$ cat src/rtl/usbls_pkg.sv
package usbls_pkg;
  localparam int FRAC_W = 8;

  typedef enum logic [1:0] {
    SYM_SE0 = 2'b00,
    SYM_J   = 2'b01,
    SYM_K   = 2'b10,
    SYM_SE1 = 2'b11
  } lineSym_e;

  typedef enum logic [1:0] {
    ST_IDLE = 2'b00,
    ST_BITS = 2'b01,
    ST_EOP  = 2'b10
  } rxState_e;

  typedef struct packed {
    logic restart;
    logic advance;
    logic shorten;
    logic lengthen;
    logic restore;
  } timingCtl_t;
endpackage

$ cat src/rtl/usbls_datapath.sv
module usbls_datapath
  import usbls_pkg::*;
#(
  parameter int CLK_PER_BIT = 8,
  parameter int LOW_SPEED   = 0,
  parameter int CNT_W       = 16
) (
  input  logic       clk,
  input  logic       rstN,
  input  logic       dpIn,
  input  logic       dmIn,
  input  timingCtl_t ctl,
  output lineSym_e   lineSym,
  output lineSym_e   prevSym,
  output logic       sampleHit,
  output lineSym_e   edgeSym
);
  localparam int BIT_CLKS = (LOW_SPEED != 0) ? CLK_PER_BIT * 8 : CLK_PER_BIT;
  localparam int POS_W = CNT_W + FRAC_W;
  localparam logic [POS_W-1:0] NOM_PER = POS_W'(BIT_CLKS) << FRAC_W;
  localparam logic [1:0] IDLE_PINS = (LOW_SPEED != 0) ? 2'b01 : 2'b10;

  logic [1:0] syncA, syncB;
  logic [CNT_W-1:0] cnt;
  logic [POS_W-1:0] pos, period, nextPos, nextPer, edgePos, perStep, phStep;
  logic edgeHit;

  always_ff @(posedge clk or negedge rstN) begin
    if (!rstN) begin
      syncA <= IDLE_PINS;
      syncB <= IDLE_PINS;
    end else begin
      syncA <= {dpIn, dmIn};
      syncB <= syncA;
    end
  end

  generate
    if (LOW_SPEED != 0) begin : g_low
      always_comb begin
        case (syncB)
          2'b00:   lineSym = SYM_SE0;
          2'b01:   lineSym = SYM_J;
          2'b10:   lineSym = SYM_K;
          default: lineSym = SYM_SE1;
        endcase
      end
    end else begin : g_full
      always_comb begin
        case (syncB)
          2'b00:   lineSym = SYM_SE0;
          2'b10:   lineSym = SYM_J;
          2'b01:   lineSym = SYM_K;
          default: lineSym = SYM_SE1;
        endcase
      end
    end
  endgenerate

  always_comb begin
    perStep = period >> 10;
    phStep  = period >> 7;
    nextPer = period;
    if (ctl.shorten)  nextPer = period - perStep;
    if (ctl.lengthen) nextPer = period + perStep;
    nextPos = pos + nextPer;
    if (ctl.shorten)  nextPos = pos + nextPer - phStep;
    if (ctl.lengthen) nextPos = pos + nextPer + phStep;
    edgePos = pos - (period >> 1);
  end

  assign sampleHit = (cnt == pos[POS_W-1:FRAC_W]);
  assign edgeHit   = (cnt == edgePos[POS_W-1:FRAC_W]);

  always_ff @(posedge clk or negedge rstN) begin
    if (!rstN) begin
      prevSym <= SYM_J;
      edgeSym <= SYM_J;
      cnt     <= '0;
      pos     <= NOM_PER >> 1;
      period  <= NOM_PER;
    end else begin
      prevSym <= lineSym;
      if (edgeHit) edgeSym <= lineSym;
      if (ctl.restart) begin
        cnt <= '0;
        pos <= NOM_PER >> 1;
      end else begin
        cnt <= cnt + 1'b1;
        if (ctl.advance) begin
          pos    <= nextPos;
          period <= nextPer;
        end
      end
      if (ctl.restore) period <= NOM_PER;
    end
  end

  assert_sample_gap_R4: assert property (@(posedge clk) disable iff (!rstN)
    sampleHit |=> !sampleHit);

  assert_restore_nominal_R10: assert property (@(posedge clk) disable iff (!rstN)
    ctl.restore |=> (period == NOM_PER));
endmodule

$ cat src/rtl/usbls_control.sv
module usbls_control
  import usbls_pkg::*;
(
  input  logic       clk,
  input  logic       rstN,
  input  lineSym_e   lineSym,
  input  lineSym_e   prevSym,
  input  logic       sampleHit,
  input  lineSym_e   edgeSym,
  output timingCtl_t ctl,
  output logic       symValid,
  output lineSym_e   symCode,
  output logic       sopPulse,
  output logic       eopPulse
);
  rxState_e state, nextState;
  lineSym_e lastSym;
  logic lineJk, edgeJk, jkChange, active;

  assign lineJk   = (lineSym == SYM_J) || (lineSym == SYM_K);
  assign edgeJk   = (edgeSym == SYM_J) || (edgeSym == SYM_K);
  assign jkChange = lineJk && edgeJk && (lineSym != lastSym);
  assign active   = (state != ST_IDLE);

  always_comb begin
    ctl = '0;
    nextState = state;
    case (state)
      ST_IDLE: begin
        if (prevSym == SYM_J && lineSym == SYM_K) begin
          ctl.restart = 1'b1;
          nextState = ST_BITS;
        end
      end
      ST_BITS: begin
        if (sampleHit) begin
          ctl.advance = 1'b1;
          if (jkChange) begin
            if (edgeSym == lineSym) ctl.shorten = 1'b1;
            else                    ctl.lengthen = 1'b1;
          end
          if (lineSym == SYM_SE0) nextState = ST_EOP;
        end
      end
      ST_EOP: begin
        if (sampleHit) begin
          ctl.advance = 1'b1;
          if (lineSym == SYM_J && lastSym == SYM_SE0) begin
            ctl.restore = 1'b1;
            nextState = ST_IDLE;
          end
        end
      end
      default: nextState = ST_IDLE;
    endcase
  end

  always_ff @(posedge clk or negedge rstN) begin
    if (!rstN) begin
      state    <= ST_IDLE;
      lastSym  <= SYM_J;
      symValid <= 1'b0;
      symCode  <= SYM_J;
      sopPulse <= 1'b0;
      eopPulse <= 1'b0;
    end else begin
      state    <= nextState;
      symValid <= sampleHit && active;
      if (sampleHit && active) symCode <= lineSym;
      sopPulse <= ctl.restart;
      eopPulse <= ctl.restore;
      if (ctl.restart) lastSym <= SYM_K;
      else if (sampleHit && active) lastSym <= lineSym;
    end
  end

  assert_sop_enters_bits_R3: assert property (@(posedge clk) disable iff (!rstN)
    sopPulse |-> (state == ST_BITS));

  assert_idle_silent_R3: assert property (@(posedge clk) disable iff (!rstN)
    (state == ST_IDLE && !eopPulse) |-> !symValid);

  assert_sop_single_R3: assert property (@(posedge clk) disable iff (!rstN)
    sopPulse |=> !sopPulse);

  assert_eop_enters_idle_R7: assert property (@(posedge clk) disable iff (!rstN)
    eopPulse |-> (state == ST_IDLE));

  assert_eop_with_j_R7: assert property (@(posedge clk) disable iff (!rstN)
    eopPulse |-> (symValid && symCode == SYM_J));
endmodule

$ cat src/rtl/usb_line_sampler.sv
module usb_line_sampler
  import usbls_pkg::*;
#(
  parameter int CLK_PER_BIT = 8,
  parameter int LOW_SPEED   = 0,
  parameter int CNT_W       = 16
) (
  input  logic       clk,
  input  logic       rstN,
  input  logic       dpIn,
  input  logic       dmIn,
  output logic       symValid,
  output logic [1:0] symCode,
  output logic       sopPulse,
  output logic       eopPulse
);
  timingCtl_t ctl;
  lineSym_e lineSym, prevSym, edgeSym, codeSym;
  logic sampleHit;

  usbls_datapath #(
    .CLK_PER_BIT(CLK_PER_BIT),
    .LOW_SPEED(LOW_SPEED),
    .CNT_W(CNT_W)
  ) u_datapath (
    .clk(clk), .rstN(rstN), .dpIn(dpIn), .dmIn(dmIn), .ctl(ctl),
    .lineSym(lineSym), .prevSym(prevSym), .sampleHit(sampleHit), .edgeSym(edgeSym)
  );

  usbls_control u_control (
    .clk(clk), .rstN(rstN), .lineSym(lineSym), .prevSym(prevSym),
    .sampleHit(sampleHit), .edgeSym(edgeSym), .ctl(ctl),
    .symValid(symValid), .symCode(codeSym), .sopPulse(sopPulse), .eopPulse(eopPulse)
  );

  assign symCode = codeSym;
endmodule

$ cat config.mk
export PLATFORM = sky130hd
export DESIGN_NAME = usb_line_sampler
export DESIGN_NICKNAME = d
export VERILOG_FILES = /design/src/rtl/usbls_pkg.sv /design/src/rtl/usbls_datapath.sv /design/src/rtl/usbls_control.sv /design/src/rtl/usb_line_sampler.sv
export SDC_FILE = /design/constraint.sdc
export NUM_CORES = 1
export LEC_CHECK = 0
export CELL_PAD_IN_SITES_DETAIL_PLACEMENT = 1
export CELL_PAD_IN_SITES_GLOBAL_PLACEMENT = 1
export CORE_MARGIN = 8
export CORE_UTILIZATION = 50
export DETAILED_ROUTE_END_ITERATION = 16
export DONT_BUFFER_PORTS = 1
export PLACE_DENSITY_LB_ADDON = 0.1
export SLEW_MARGIN = 0
export SYNTH_ARGS = -nofsm -noshare
export SYNTH_HDL_FRONTEND = slang
export SYNTH_SLANG_ARGS = --single-unit
$ cat constraint.sdc
create_clock -name clk -period 8 [get_ports clk]
set_input_delay 0 -clock clk [delete_from_list [all_inputs] [get_ports clk]]
set_output_delay 0 -clock clk [all_outputs]
set_load 0.03 [all_outputs]
==> out/metrics.cfg, run 1 <==
[outcome]
outcome = complete, no violations

[critical_path]
cp.required_ps = 8300
critPathArrivalTime_ps = 7750
cp_max_fo = 9
critPathLaunchType = flip-flop
slowest_stage = dfstp_2
criticalPathCategory = flip-flop to flip-flop
r2r_slack_ps = 550
cp-end-kind = flip-flop
max_stage_delay_ps = 680
cp_common_cell = a21o_1

[cells_and_area]
layout_commonest_cell = nand2_1
area_growth_pct = 5.93
design_area_sq_um = 10500
final_cells = 1537
nNetsFinal = 1394
drive_gt1_share_pct = 5.27
n_antenna_cell = 0
mostFrequentLayoutCells = nand2_1, ha_1, a21oi_1
final.fill_count = 2468
multiInputGateArea_sq_um = 7360
seq_area_sq_um = 2040

[grt]
grt.total_usage_pct = 30.1
overflow = 0
first_global_vias = 10215
grt_pass1_wl_mm = 57.2
antenna_found_initial = 0
grt_max_degree = 82

[placed_design]
finalWeightedCongestion = 0.957
place_area_sq_um = 10100
hpwl_mm = 28.0
port_buffers = 0
post-place-ws_ps = 679
placed_cells = 1517

[synthesis]
ys_seq_elements = 81
syn-num-nets = 1423
syn_area_sq_um = 9920
ys_warn_count = 0
yosysSeqAreaShare_pct = 20.5
synthArstFlopShare_pct = 100
synth-main-ff-cell = dfrtp_1
synth_edf_count = 0
synth_cell_types = 78
syn_inst = 1296
synth_area_per_cell_sq_um = 7.65

[timing]
fin_crit_ps = 7450
slew_headroom_pct = 33.8
rsz0062_at_grt = false
fin_skew_ps = 14.1
fmax_mhz = 134
worstMarginPinSlew_ps = 990
setup_slack_ps = 554
hold_viol = 0
setup_tns_ps = 0
setup_viol = 0
timing.final.crit_share_pct = 93.1
drv_slew = 0

[power_and_ir_drop]
leakagePower_nw = 4.86
totalPowerFinal_w = 0.00247
p_per_area_nw_per_um2 = 235
peakVddDrop_mv = 0.144

[clocking]
clkSlewWorstSetupHoldPaths_ps = 70
cts_sinks = 81
clockBufferDepth = 2
clock_latency_ps = 370
cts_tree = done
cts_setup_buffers = 0
htreeDepth = 3
cts_made_buffers = 9
clockRootBuffer = clkbuf_16

[routing]
vias_per_cell = 6.49
wirelength_mm = 36.5
antenna_left = 0
drtIter0Drc = 898
wl_per_cell_um = 23.8
drt_pass1_iterations = 5
vias = 9972
drc_errors = 0

[worst_hold_path]
min_path_type = primary input to flip-flop

[floorplanning]
rows = 51
fp.dieH_um = 157
fp.coreArea_sq_um = 19500
initial_utilization_pct = 51.0
die_w_um = 157
io_pins = 9
die-area_sq_um = 24600

[run]
maxCapViolCount = 0

[registers in the layout (all words and copies together) (netlist names)]
signal and cells:
u_control.eopPulse 1, u_control.lastSym 2, u_control.sopPulse 1, u_control.state 2, u_control.symCode 2, u_control.symValid 1, u_datapath.cnt 16, u_datapath.edgeSym 2
u_datapath.period 24, u_datapath.pos 24, u_datapath.prevSym 2, u_datapath.syncA 2, u_datapath.syncB 2
[cell type report]
class	instances	area share, %
Inverter	73	2.61
Tap cell	265	3.16
Multi-Input combinational cell	1083	70.1
Clock buffer	9	2.14
Clock inverter	7	1.01
Sequential cell	81	19.4
Timing Repair Buffer	19	1.62
[layer usage]
| layer | global-route usage [%] | vias up | wire length [um] | part of all wire, % |
|---|---|---|---|---|
| met5 | 0 | - | 0 | 0 |
| met4 | 12.9 | 0 | 1400 | 3.8 |
| met3 | 5.21 | 96 | 2470 | 6.8 |
| met2 | 48.9 | 376 | 16500 | 45 |
| met1 | 38.7 | 4916 | 16200 | 44 |
| li1 | - | 4584 | - | - |
[synth_stat cells, drive strengths merged (4+ instances only)]
library cell | number | area share [%]
or3 | 20 | 1.3
a221o | 4 | 0.40
nor3 | 28 | 1.4
a31oi | 14 | 0.88
buf | 11 | 0.68
nand3 | 41 | 2.1
o31a | 4 | 0.35
a22oi | 7 | 0.53
a32oi | 4 | 0.35
xor2 | 34 | 3.0
mux2i | 8 | 0.81
o31ai | 10 | 0.76
o21bai | 14 | 1.1
a211oi | 19 | 1.5
a311oi | 5 | 0.44
or2 | 9 | 0.59
o22ai | 9 | 0.57
fa | 5 | 1.0
mux2 | 5 | 0.57
ha | 118 | 15
dfrtp | 73 | 18
nand4 | 17 | 1.1
nor2 | 98 | 3.7
nor2b | 12 | 0.76
o21a | 12 | 0.91
inv | 73 | 2.8
a21oi | 118 | 6.0
nand3b | 7 | 0.53
nand2b | 14 | 0.88
dfstp | 8 | 2.1
and2 | 7 | 0.44
nand2 | 143 | 5.4
nor4 | 6 | 0.44
o211ai | 20 | 1.5
a2111oi | 6 | 0.59
clkbuf | 48 | 1.8
o21ai | 96 | 4.8
xnor2 | 79 | 7.0
a21o | 38 | 2.9
and3 | 15 | 1.0
[worst max-delay path: cells and delay by family, from the launching register on]
family,cells,cell delay [ps]
adder cells (fa/ha/maj),3,1250
XOR/XNOR,2,320
AND/OR/NAND/NOR,8,1290
buffers and inverters,1,260
AO/OA/AOI/OAI,16,3580
flip-flops,1,680
[per-stage QoR]
step	util (%)	hold WS, ps
after global routing	54.0	179
after global placement	52.0	-293
after floorplan	-	-296
after CTS	54.0	156
final	54.0	179
after detailed placement	52.0	-293
[cells by family after synthesis]
group,count (synthesis),synth area share (%)
buffers and inverters,132,5.26
adder cells (fa/ha/maj),123,15.9
flip-flops,81,20.5
multiplexers,13,1.37
AND/OR/NAND/NOR,425,20.3
XOR/XNOR,113,9.98
AO/OA/AOI/OAI,409,26.6
[final timing paths]
check	from	to	depth (start not counted)
setup reg to reg	u_datapath.period[11]	u_datapath.pos[23]	30
setup / recovery	u_datapath.period[11]	u_datapath.pos[23]	30
min in group asynchronous	rstN	u_datapath.period[3]	2
hold / removal	dpIn	u_datapath.syncA[1]	1
max in group asynchronous	rstN	u_control.lastSym[0]	2
hold reg to reg	u_datapath.syncA[1]	u_datapath.syncB[1]	0
[where the power goes]
| part | switching (W) | internal [W] | total, W |
|---|---|---|---|
| clock network | 0.000210 | 0.000281 | 0.000491 |
| logic | 0.000846 | 0.000569 | 0.00142 |
| registers | 0.0000961 | 0.000472 | 0.000568 |
[timing repair]
item / 4_1_cts / 5_1_grt
endpoints found under the hold margin: 83 / 0
resized for setup: 0 / 0
hold buffers: 4 / 0
(Power assumes the default switching activity.)
==> run 2, diff against run 1 <==
CORE_UTILIZATION = 36   (was 50)
clock period = 7.25 ns   (was 8 ns; I/O delays follow)
==> out/metrics.cfg, run 2 (synthesis gave the netlist of run 1 again) <==
[outcome]
outcome = complete, no violations

[cells_and_area]
reg_top3 = u_datapath.period (24), u_datapath.pos (24), u_datapath.cnt (16)
area_growth_pct = 10.6
final_core_util_pct = 40.6
nNetsFinal = 1434
final.fill_count = 3324
layout_commonest_cell = nand2_1
drive_gt1_share_pct = 8.92
n_antenna_cell = 0
mostFrequentLayoutCells = nand2_1, ha_1, a21oi_1

[routing]
wirelength_mm = 37.7
drt_pass1_iterations = 5
drtIter0Drc = 550
antenna_left = 0
vias_per_cell = 5.86
drc_errors = 0
vias = 9691
wl_per_cell_um = 22.8

[placed_design]
hpwl_mm = 29.7
finalWeightedCongestion = 0.867
port_buffers = 0
post-place-ws_ps = 113

[timing]
fin_crit_ps = 6900
rsz0062_at_grt = false
timing.final.crit_share_pct = 95.2
setup_tns_ps = 0
setup_viol = 0
setup_slack_ps = 346
worstMarginPinSlew_ps = 1180
drv_slew = 0
slew_headroom_pct = 19.0
fmax_mhz = 145
holdWs_ps = 168
fin_skew_ps = 18.9
hold_viol = 0

[clocking]
cts_made_buffers = 9
clockBufferDepth = 2
clkSlewWorstSetupHoldPaths_ps = 90
clockRootBuffer = clkbuf_16
cts_sinks = 81
htreeDepth = 3
cts_tree = done
clock_latency_ps = 370

[grt]
first_global_vias = 10042
grt_max_degree = 82
grt.total_usage_pct = 23.0
grt_pass1_wl_mm = 59.7
overflow = 0
antenna_found_initial = 0

[power_and_ir_drop]
p_per_area_nw_per_um2 = 255
leakagePower_nw = 5.06
peakVddDrop_mv = 0.121

[critical_path]
max_stage_delay_ps = 1050
cp_max_fo = 8
criticalPathCategory = flip-flop to flip-flop
worst-path-buf-inv = 5
path_delay_family = compound AO/OA/AOI/OAI gates
cp_common_cell = a21oi_1
cp-end-kind = flip-flop
critPathLaunchType = flip-flop
cp.required_ps = 7550
slowest_stage = a2111oi_0
critPathArrivalTime_ps = 7200

[floorplanning]
die-area_sq_um = 33100
rows = 60
die_w_um = 182
fp.dieH_um = 182
io_pins = 9
fp.coreArea_sq_um = 27000
initial_utilization_pct = 36.7

[worst_hold_path]
min_path_type = primary input to flip-flop

[run]
maxCapViolCount = 0

==> run 2: changes by cell type in the layout (fill, tap and decap cells not counted), sizes merged <==
cell      delta
buf         +40
clkinvlp     +1
inv          -1
==> run 2: layer usage <==
layer	vias up	wire length [um]	track usage, %
met5	-	0	0
met2	161	17500	37.8
met1	4814	18300	31.5
li1	4676	-	-
met3	40	1110	2.83
met4	0	743	5.48
==> run 2: where the power goes <==
group | switching, W | internal, W | leakage, nW
Clock | 0.000247 | 0.000311 | 0.163
Combinational | 0.000956 | 0.000664 | 3.82
Sequential | 0.0000987 | 0.000520 | 1.08
Total | 0.00130 | 0.00149 | 5.06
==> run 2: metrics by stage <==
stage	std cells	area, sq um	power, W
finish	1653	11000	0.00280
global route	1653	11000	0.00299
CTS	1648	10900	0.00277
detailed placement	1628	10500	0.00219
global placement	1628	10500	0.00218
floorplan	1296	9920	0.00177
==> run 2: cell type report <==
type	instances	area [sq um]	share of cell area (%)
Tap cell	341	427	3.89
Clock inverter	7	106	0.969
Inverter	73	278	2.53
Timing Repair Buffer	59	474	4.32
Sequential cell	81	2040	18.6
Clock buffer	9	225	2.05
Multi-Input combinational cell	1083	7420	67.7
==> run 2: final timing paths <==
kind	slack [ps]	from	end	cells after the start
worst max-delay path	350	u_datapath.syncB[1]	u_datapath.pos[18]	27
worst min-delay path	170	dpIn	u_datapath.syncA[1]	1
worst max register to register	350	u_datapath.syncB[1]	u_datapath.pos[18]	27
worst min register to register	350	u_datapath.syncA[1]	u_datapath.syncB[1]	0
max in group asynchronous	6570	rstN	u_datapath.pos[10]	2
min in group asynchronous	200	rstN	u_control.eopPulse	2
==> run 2: repair_timing <==
action / CTS / global route
setup buffers: 0 / 5
hold endpoints to repair: 83 / 0
endpoints found under the setup margin: 0 / 9
hold buffers: 4 / 0
resized for setup: 0 / 19
==> run 3, diff against run 2 <==
SYNTH_HIERARCHICAL = 1   (was unset)
==> out/metrics.cfg, run 3 <==
[cells_and_area]
area_growth_pct = 19.5
drive_gt1_share_pct = 18.3
seq_area_sq_um = 2040
nNetsFinal = 1557
layout_commonest_cell = buf_4
design_area_sq_um = 12200
mostFrequentLayoutCells = buf_4, nor2_1, ha_1
multiInputGateArea_sq_um = 7760
reg_top3 = u_datapath/period (24), u_datapath/pos (24), u_datapath/cnt (16)
final.fill_count = 3413
final_core_util_pct = 43.7
n_antenna_cell = 0

[timing]
worstMarginPinSlew_ps = 672
hold_viol = 0
holdWs_ps = 201
slew_headroom_pct = 55.0
fmax_mhz = 142
drv_slew = 0
timing.final.crit_share_pct = 97.2
setup_viol = 0
fin_crit_ps = 7050
fin_skew_ps = 13.3
setup_slack_ps = 203

[floorplanning]
initial_utilization_pct = 36.6
rows = 61
die_w_um = 184
die-area_sq_um = 34000
fp.coreArea_sq_um = 27900
fp.dieH_um = 184
io_pins = 9

[grt]
met1_usage_pct = 32.1
top_usage_layer = met2
antenna_found_initial = 0
grt.total_usage_pct = 24.1
grtUsageMet2_pct = 40.3
grt_pass1_wl_mm = 63.2
grt_max_degree = 82
first_global_vias = 10785
gr-usage-met3_pct = 3.03
overflow = 0

[synthesis]
synth_area_leaders = dfrtp_1, ha_1, xnor2_1
synth_top_area_share_pct = 17.9
ys_top_cells_by_count = a21oi_1, nor2_1, ha_1
synth_cell_types = 89
synth_edf_count = 0
ys_warn_count = 6
syn_inst = 1319
synth-main-ff-cell = dfrtp_1
ys_seq_elements = 81
synth_top_area_cell = dfrtp_1
synthMostInstantiatedCell = a21oi_1
syn_area_sq_um = 10200
syn-num-nets = 1445
synthArstFlopShare_pct = 100
yosysSeqAreaShare_pct = 20.0
synth_area_per_cell_sq_um = 7.73

[clocking]
clock_latency_ps = 370
clkSlewWorstSetupHoldPaths_ps = 80
cts_made_buffers = 9
clockRootBuffer = clkbuf_16
cts_sinks = 81
clockBufferDepth = 2
cts_tree = done
htreeDepth = 3

[outcome]
outcome = complete, no violations

[critical_path]
critPathLaunchType = flip-flop
max_stage_delay_ps = 560
path_delay_family = simple AND/OR/NAND/NOR gates
slowest_stage = or4_4
worst-path-buf-inv = 6
cp.required_ps = 7550
criticalPathCategory = flip-flop to flip-flop
cp_common_cell = buf_4
cp-end-kind = flip-flop
cp_max_fo = 9
critPathArrivalTime_ps = 7350

[routing]
drtIter0Drc = 582
vias = 10397
vias_per_cell = 5.73
wl_per_cell_um = 22.3
antenna_left = 0
drt_pass1_iterations = 5
wirelength_mm = 40.5
drc_errors = 0

[placed_design]
port_buffers = 0
finalWeightedCongestion = 0.964
place_area_sq_um = 11500
hpwl_mm = 31.3
post-place-ws_ps = -342

[power_and_ir_drop]
peakVddDrop_mv = 0.133
leakagePower_nw = 5.73
power_frac_comb_pct = 62.6
p_sw_w = 0.00143
p_clk_share_pct = 16.8
p_per_area_nw_per_um2 = 252
p_int_w = 0.00164
p_sw_share_pct = 46.5
pwr-share-seq_pct = 20.6
totalPowerFinal_w = 0.00307

[worst_hold_path]
min_path_type = primary input to flip-flop

[run]
maxCapViolCount = 0

run 3: per-stage QoR:
stage               cells  TNS, ps
global placement     1781     -266
detailed placement   1781     -725
finish               1814        0
floorplan            1319        0
CTS                  1801        0
global route         1814     -169
run 3: worst reg2reg max path: cells and delay by family (launching register included):
| kind | cells | cell delay (ps) |
|---|---|---|
| fa+ha+maj | 2 | 630 |
| xor+xnor | 1 | 170 |
| simple gates | 17 | 3370 |
| buf+inv | 6 | 1030 |
| compound gates | 9 | 1350 |
| flops | 1 | 440 |
run 3: per-layer routing:
layer,vias up,part of all wire (%)
li1,4985,-
met1,5171,47
met2,198,47
met3,43,3.7
met4,0,2.2
met5,-,0
run 3: cells by family (layout without fill, tap and decap cells):
kind of cell             after synthesis  in the layout  share of synthesized area (%)
AO/OA/AOI/OAI                        427            427                           28.0
AND/OR/NAND/NOR                      406            406                           18.8
buffers and inverters                149            266                           5.74
adder cells (fa/ha/maj)              122            122                           15.3
XOR/XNOR                             117            117                           10.3
flip-flops                            81             81                           20.0
multiplexers                          17             17                           1.75
run 3: power groups by stage:
| stage | registers, W | clock network, W | logic (W) |
|---|---|---|---|
| after floorplan | 0.000604 | 0 | 0.00126 |
| after global placement | 0.000639 | 0 | 0.00178 |
| after detailed placement | 0.000638 | 0 | 0.00180 |
| after CTS | 0.000631 | 0.000535 | 0.00184 |
| after global routing | 0.000641 | 0.000549 | 0.00210 |
| final | 0.000632 | 0.000515 | 0.00192 |
run 3: area by class of cell:
cell class                 count  share of cell area [%]
tap                          378                    3.88
inverter                      83                    2.59
sequential                    81                    16.7
timing repair buffer         167                    10.6
clock inverter                 7                   0.688
multi-input combinational   1089                    63.7
clock buffer                   9                    1.85
run 3: timing repair:
action / CTS / global route
buffers inserted: 0 / 13
hold endpoints to repair: 83 / 0
resized for setup: 4 / 46
pin swaps: 0 / 20
hold buffers: 4 / 0
setup endpoints to repair: 4 / 9
run 3: path summary, 6_finish.rpt:
check	start	depth (start not counted)	slack, ps	endpoint
min in group asynchronous	rstN	2	260	u_datapath/edgeSym[1]
max in group asynchronous	rstN	2	6620	u_datapath/period[11]
min	dpIn	1	200	u_datapath/syncA[1]
min reg2reg	u_datapath/syncA[0]	0	360	u_datapath/syncB[0]
max	u_datapath/cnt[11]	35	200	u_datapath/pos[23]
max reg2reg	u_datapath/cnt[11]	35	200	u_datapath/pos[23]
